$ cat src/rtl/scl_div_pkg.sv
package scl_div_pkg;
    localparam int RATIO_W   = 16;
    localparam int EXP_W     = $clog2(RATIO_W);
    localparam int PH_W      = 4;
    localparam int CFG_W     = 32;
    localparam int FIT_BITS  = 4;
    localparam logic [7:0] CFG_BASE     = 8'hA5;
    localparam logic [3:0] TIMEOUT_FAST = 4'd3;

    typedef struct packed {
        logic [EXP_W-1:0] exp;
        logic [PH_W-1:0]  high;
        logic [PH_W-1:0]  low;
        logic             fast;
    } scl_cfg_t;

    function automatic logic [3:0] timeout_of(scl_cfg_t c);
        return c.fast ? TIMEOUT_FAST : 4'd0;
    endfunction

    function automatic logic [CFG_W-1:0] pack_cfg(scl_cfg_t c);
        logic [CFG_W-1:0] w;
        w = '0;
        w[31:24]       = CFG_BASE;
        w[23:20]       = timeout_of(c);
        w[16]          = c.fast;
        w[15:12]       = c.high;
        w[11:8]        = c.low;
        w[EXP_W-1:0]   = c.exp;
        return w;
    endfunction
endpackage

$ cat src/rtl/scl_ratio_reducer.sv
module scl_ratio_reducer
    import scl_div_pkg::*;
(
    input  logic               clk,
    input  logic               rst,
    input  logic               load,
    input  logic [RATIO_W-1:0] ratio,
    input  logic               fast_req,
    output scl_cfg_t           res,
    output logic               valid,
    output logic               err,
    output logic               done
);
    logic [RATIO_W-1:0] work;
    logic [EXP_W-1:0]   exp_q;
    logic               sticky;
    logic               busy;
    logic               fast_q;
    logic               accept;
    logic               fits;
    logic [FIT_BITS:0]  red;
    logic [PH_W-1:0]    lo;
    logic [FIT_BITS:0]  hi5;

    assign accept = load && (ratio > RATIO_W'(1));
    assign fits   = (work < RATIO_W'(16));

    always_comb begin
        red = {1'b0, work[FIT_BITS-1:0]} + {{FIT_BITS{1'b0}}, sticky};
        lo  = PH_W'(red[FIT_BITS:1]) - PH_W'(1);
        hi5 = red - {1'b0, lo} - 5'd2;
    end

    always_ff @(posedge clk) begin
        if (rst) begin
            work   <= '0;
            exp_q  <= '0;
            sticky <= 1'b0;
            busy   <= 1'b0;
            fast_q <= 1'b0;
            res    <= '0;
            valid  <= 1'b0;
            err    <= 1'b0;
            done   <= 1'b0;
        end else begin
            done <= 1'b0;
            if (accept) begin
                work   <= ratio;
                exp_q  <= '0;
                sticky <= 1'b0;
                busy   <= 1'b1;
                fast_q <= fast_req;
                valid  <= 1'b0;
                err    <= 1'b0;
            end else begin
                if (load) err <= 1'b1;
                if (busy) begin
                    if (!fits) begin
                        work   <= work >> 1;
                        sticky <= sticky | work[0];
                        exp_q  <= exp_q + EXP_W'(1);
                    end else begin
                        res.exp  <= exp_q;
                        res.low  <= lo;
                        res.high <= hi5[PH_W-1:0];
                        res.fast <= fast_q;
                        busy     <= 1'b0;
                        valid    <= 1'b1;
                        done     <= 1'b1;
                    end
                end
            end
        end
    end
endmodule

$ cat src/rtl/scl_phase_gen.sv
module scl_phase_gen
    import scl_div_pkg::*;
(
    input  logic             clk,
    input  logic             rst,
    input  logic             new_cfg,
    input  logic [EXP_W-1:0] nx_exp,
    input  logic [PH_W-1:0]  nx_low,
    input  logic [PH_W-1:0]  nx_high,
    output logic             tick,
    output logic             phase
);
    localparam logic [RATIO_W-1:0] ONE = RATIO_W'(1);

    logic               run;
    logic               pend;
    logic [EXP_W-1:0]   a_exp;
    logic [PH_W-1:0]    a_low;
    logic [PH_W-1:0]    a_high;
    logic [RATIO_W-1:0] pcnt;
    logic [PH_W-1:0]    tcnt;
    logic [RATIO_W-1:0] mask;
    logic [PH_W-1:0]    lim;
    logic               adopt;

    assign mask = (ONE << a_exp) - ONE;
    assign tick = run && (pcnt == mask);
    assign lim  = phase ? a_high : a_low;

    always_comb begin
        adopt = 1'b0;
        if (!run) adopt = pend;
        else if (tick && (tcnt == lim) && phase) adopt = pend;
    end

    always_ff @(posedge clk) begin
        if (rst) begin
            run    <= 1'b0;
            pend   <= 1'b0;
            a_exp  <= '0;
            a_low  <= '0;
            a_high <= '0;
            pcnt   <= '0;
            tcnt   <= '0;
            phase  <= 1'b1;
        end else begin
            pend <= new_cfg ? 1'b1 : (adopt ? 1'b0 : pend);
            if (adopt) begin
                a_exp  <= nx_exp;
                a_low  <= nx_low;
                a_high <= nx_high;
            end
            if (!run) begin
                if (pend) begin
                    run   <= 1'b1;
                    pcnt  <= '0;
                    tcnt  <= '0;
                    phase <= 1'b0;
                end
            end else if (tick) begin
                pcnt <= '0;
                if (tcnt == lim) begin
                    tcnt  <= '0;
                    phase <= ~phase;
                end else begin
                    tcnt <= tcnt + PH_W'(1);
                end
            end else begin
                pcnt <= pcnt + ONE;
            end
        end
    end
endmodule

$ cat src/rtl/scl_timing_gen.sv
module scl_timing_gen
    import scl_div_pkg::*;
(
    input  logic               clk,
    input  logic               rst,
    input  logic               load,
    input  logic [RATIO_W-1:0] ratio,
    input  logic               fast_req,
    output logic [CFG_W-1:0]   cfg_word,
    output logic [EXP_W-1:0]   cfg_exp,
    output logic [PH_W-1:0]    cfg_high,
    output logic [PH_W-1:0]    cfg_low,
    output logic [3:0]         cfg_timeout,
    output logic               cfg_fast,
    output logic               cfg_valid,
    output logic               cfg_err,
    output logic               scl_tick,
    output logic               scl_phase
);
    scl_cfg_t res;
    logic     done;

    scl_ratio_reducer u_red (
        .clk      (clk),
        .rst      (rst),
        .load     (load),
        .ratio    (ratio),
        .fast_req (fast_req),
        .res      (res),
        .valid    (cfg_valid),
        .err      (cfg_err),
        .done     (done)
    );

    scl_phase_gen u_gen (
        .clk     (clk),
        .rst     (rst),
        .new_cfg (done),
        .nx_exp  (res.exp),
        .nx_low  (res.low),
        .nx_high (res.high),
        .tick    (scl_tick),
        .phase   (scl_phase)
    );

    assign cfg_word    = pack_cfg(res);
    assign cfg_exp     = res.exp;
    assign cfg_high    = res.high;
    assign cfg_low     = res.low;
    assign cfg_fast    = res.fast;
    assign cfg_timeout = timeout_of(res);
endmodule

$ cat config.mk
export PLATFORM = sky130hd
export DESIGN_NAME = scl_timing_gen
export DESIGN_NICKNAME = d
export VERILOG_FILES = /design/src/rtl/scl_div_pkg.sv /design/src/rtl/scl_ratio_reducer.sv /design/src/rtl/scl_phase_gen.sv /design/src/rtl/scl_timing_gen.sv
export SDC_FILE = /design/constraint.sdc
export NUM_CORES = 1
export LEC_CHECK = 0
export BUFFER_PORTS_ARGS = -buffer_cell sky130_fd_sc_hd__buf_2
export CORE_MARGIN = 2
export CORE_UTILIZATION = 57
export CTS_CLUSTER_SIZE = 20
export DETAILED_ROUTE_END_ITERATION = 7
export PLACE_DENSITY_LB_ADDON = 0.3
export SKIP_LAST_GASP = 1
export SLEW_MARGIN = 0
export SYNTH_ARGS = -nofsm -noshare
export SYNTH_HDL_FRONTEND = slang
export SYNTH_HIERARCHICAL = 1
export SYNTH_SLANG_ARGS = --single-unit
$ cat constraint.sdc
create_clock -name clk -period 4.5 [get_ports clk]
set_clock_uncertainty 0.2 [all_clocks]
set_input_delay 0 -clock clk [delete_from_list [all_inputs] [get_ports clk]]
set_output_delay 0 -clock clk [all_outputs]
set_load 0.02 [all_outputs]
==> flow_summary.yaml <==
outcome:
  status: "finished, final reports clean"
critical_path:
  crit_path_end_kind: "flop"
  startpoint_type: "flop"
  path_class: "flop to flop"
  cp_data_required_time_ns: 4.51
  arrival_ns: 4.07
  crit_fanout: 21
power_and_ir_drop:
  p_per_area_mw_per_mm2: 283
  power_w: 0.00138
  p_leak_nw: 2.07
  peakVddDrop_mv: 0.181
synthesis:
  synth_area_per_cell_um2: 8.78
  synth-edff-count: 0
  synth_top_area_share_pct: 33.3
  ys_types: 62
  syn_area_mm2: 0.00445
  synth_flop_cell: "dfxtp_1"
  synth_warnings: 6
  synth_seq_cells: 74
  syn_inst: 507
  synth.area.top_cells: "dfxtp_1 33%, mux2i_1 7.4%, buf_4 6.9%, a211oi_2 4.5%, nor2_1 4.5%"
  ys_seq_area_share_pct: 33.3
  synth_top_cell_by_area: "dfxtp_1"
  ys_async_sr_fraction_pct: 0
clock_network:
  clkLatencyLatePin_ns: 0.34
  clock_path_buffers: 2
  numCtsBuffers: 9
  root_buffer: "clkbuf_8"
  clock_sinks: 74
  clk_pin_slew_worst_paths_ns: 0.08
  htree_levels: 3
  cts_resized: 0
  tritoncts: "built"
timing:
  maxSlewHeadroom_pct: 54.2
  tightest_slew_ns: 0.686
  max_freq_mhz: 247
  fin_crit_sh_pct: 90.1
  setup_tns_ns: 0
  hold_violations: 0
  finalMaxSlewViolations: 0
  setup_violations: 0
  rsz0062_at_grt: "no"
  min_period_ns: 4.05
route:
  via_per_inst: 5.60
  ant_nets: 0
  wl_per_cell_um: 14.2
  drc: 0
  first_pass_iters: 4
  wirelength_um: 9220
  drt_iter0_markers: 158
  vias: 3628
floorplan:
  core_mm2: 0.00765
  boundaryPins: 73
  start_util_pct: 58.2
  die_x_um: 92.4
  fp.dieArea_mm2: 0.00853
  fp-row-count: 32
  die_h_um: 92.4
layout:
  drive_gt1_share_pct: 19.4
  antenna_cells: 0
  fin_cells: 648
  areaGrowthSynthToFinish_pct: 10.0
  stdcell_area_mm2: 0.00490
  fillCellCount: 657
  nets: 573
placed_design:
  place_inst: 612
  place_area_mm2: 0.00449
  io_buffer_count: 53
  place.gp.congestion: 0.918
  hpwl_um: 6470
grt:
  grt_pass1_wl_um: 15600
  grt_use_total_pct: 22.5
  grt_remaining_overflow: 0
  grt_max_degree: 46
  grt_pass1_vias: 3370
  antenna_found_initial: 0
hold_path:
  worstHoldPathType: "flop to flop"
run:
  drv_cap: 0
-- Yosys cell counts, types with 3 or more instances --
master,n
a211oi_1,5
nand2_1,18
mux2i_1,33
xor2_1,8
or4_1,3
nand4_1,4
nor4_1,5
o21ai_0,15
inv_1,12
and2_1,3
or3_1,7
nand2b_1,10
a211oi_2,16
nor2_1,53
a21oi_1,29
nor3b_1,4
nand3_1,22
buf_6,3
xnor2_1,19
a31oi_1,15
buf_2,7
and4_1,3
nor3_1,10
buf_4,41
ha_1,11
clkbuf_1,21
dfxtp_1,74
and3_1,9
or4_4,3
-- placed cells by master (no fill, tap or decap), drive strengths merged, types with 3 or more instances in the layout --
master / count
a31oi: 15
nor4: 6
ha: 11
nand2: 18
and2: 3
clkbuf: 11
and3: 9
or3: 7
inv: 12
a211oi: 21
buf: 59
nor3b: 4
o21ai: 16
o211a: 3
nand4: 5
clkinv: 3
nor2: 53
dlygate4sd3: 20
or4: 6
xnor2: 19
dfxtp: 74
mux2i: 33
nand3: 22
nor3: 11
xor2: 8
nand2b: 10
and4: 3
a21oi: 29
conb: 19
-- area by class of cell --
cell class	instances	area (um^2)	share of cell area [%]
clock buffers	11	151	3.09
clock inverters	5	52.6	1.07
inverters	12	45.0	0.920
multi-input cells	365	2530	51.6
flip-flops and latches	74	1480	30.2
well taps	102	128	2.61
repair buffers	79	510	10.4
-- report_power, final --
| part | total, W | leakage [nW] | switching (W) | internal (W) |
|---|---|---|---|---|
| Clock | 0.000529 | 0.105 | 0.000245 | 0.000284 |
| Sequential | 0.000686 | 0.601 | 0.0000166 | 0.000669 |
| Combinational | 0.000170 | 1.37 | 0.0000983 | 0.0000719 |
-- registers in the layout, indices dropped and copies added (netlist names), 4 cells and up --
signal        flops
u_gen/a_low       4
u_gen/pcnt       16
u_gen/a_high      4
u_red/res        13
u_gen/a_exp       4
u_gen/tcnt        4
u_red/work       16
u_red/exp_q       4
-- worst paths after layout --
path	endpoint	cells after the start	startpoint	slack [ns]
max	u_gen/a_high[2]	10	u_gen/a_exp[2]	0.45
min	u_red/fast_q	2	u_red/fast_q	0.26
max reg2reg	u_gen/a_high[2]	10	u_gen/a_exp[2]	0.45
min reg2reg	u_red/fast_q	2	u_red/fast_q	0.26
-- what timing repair did --
action,CTS,global route
hold buffers,20,0
hold endpoints to repair,36,0
buffers inserted,0,0
-- per-stage QoR --
step	hold slack [ns]	setup WS (ns)	util [%]
floorplan	-0.0842	1.18	-
global placement	0.0730	0.766	58.8
detailed placement	0.0800	0.514	58.8
CTS	0.261	0.503	64.1
global route	0.269	0.186	64.1
finish	0.263	0.445	64.1
-- metal layers --
layer / wire [um] / vias to the layer above / share of wire, % / track usage (%)
li1: - / 1833 / - / -
met1: 4050 / 1713 / 44 / 27.3
met2: 4800 / 75 / 52 / 40.3
met3: 294 / 7 / 3.2 / 4.23
met4: 80 / 0 / 0.87 / 6.34
met5: 0 / - / 0 / 0
-- worst max-delay path, stage by stage, from the launching register on --
cell and delay (ns):
dfxtp_1 0.53, or4_4 0.58, ha_1 0.33, nor3b_1 0.42, a31oi_1 0.19, a221oi_1 0.46
nor4_4 0.14, a31oi_1 0.51, buf_4 0.31, mux2i_1 0.21, nor2_1 0.05
-- kinds of logic (layout without fill, tap and decap cells) --
group | Yosys count | count (layout) | synth area share (%)
AO/OA/AOI/OAI | 105 | 105 | 17.7
buffers and inverters | 85 | 107 | 11.3
XOR/XNOR | 27 | 27 | 5.31
AND/OR/NAND/NOR | 167 | 167 | 20.7
adder cells (fa/ha/maj) | 12 | 12 | 3.54
other | 2 | 19 | 0.169
flip-flops | 74 | 74 | 33.3
multiplexers | 35 | 35 | 7.93
Note: power is estimated with default switching activity, not from simulation.
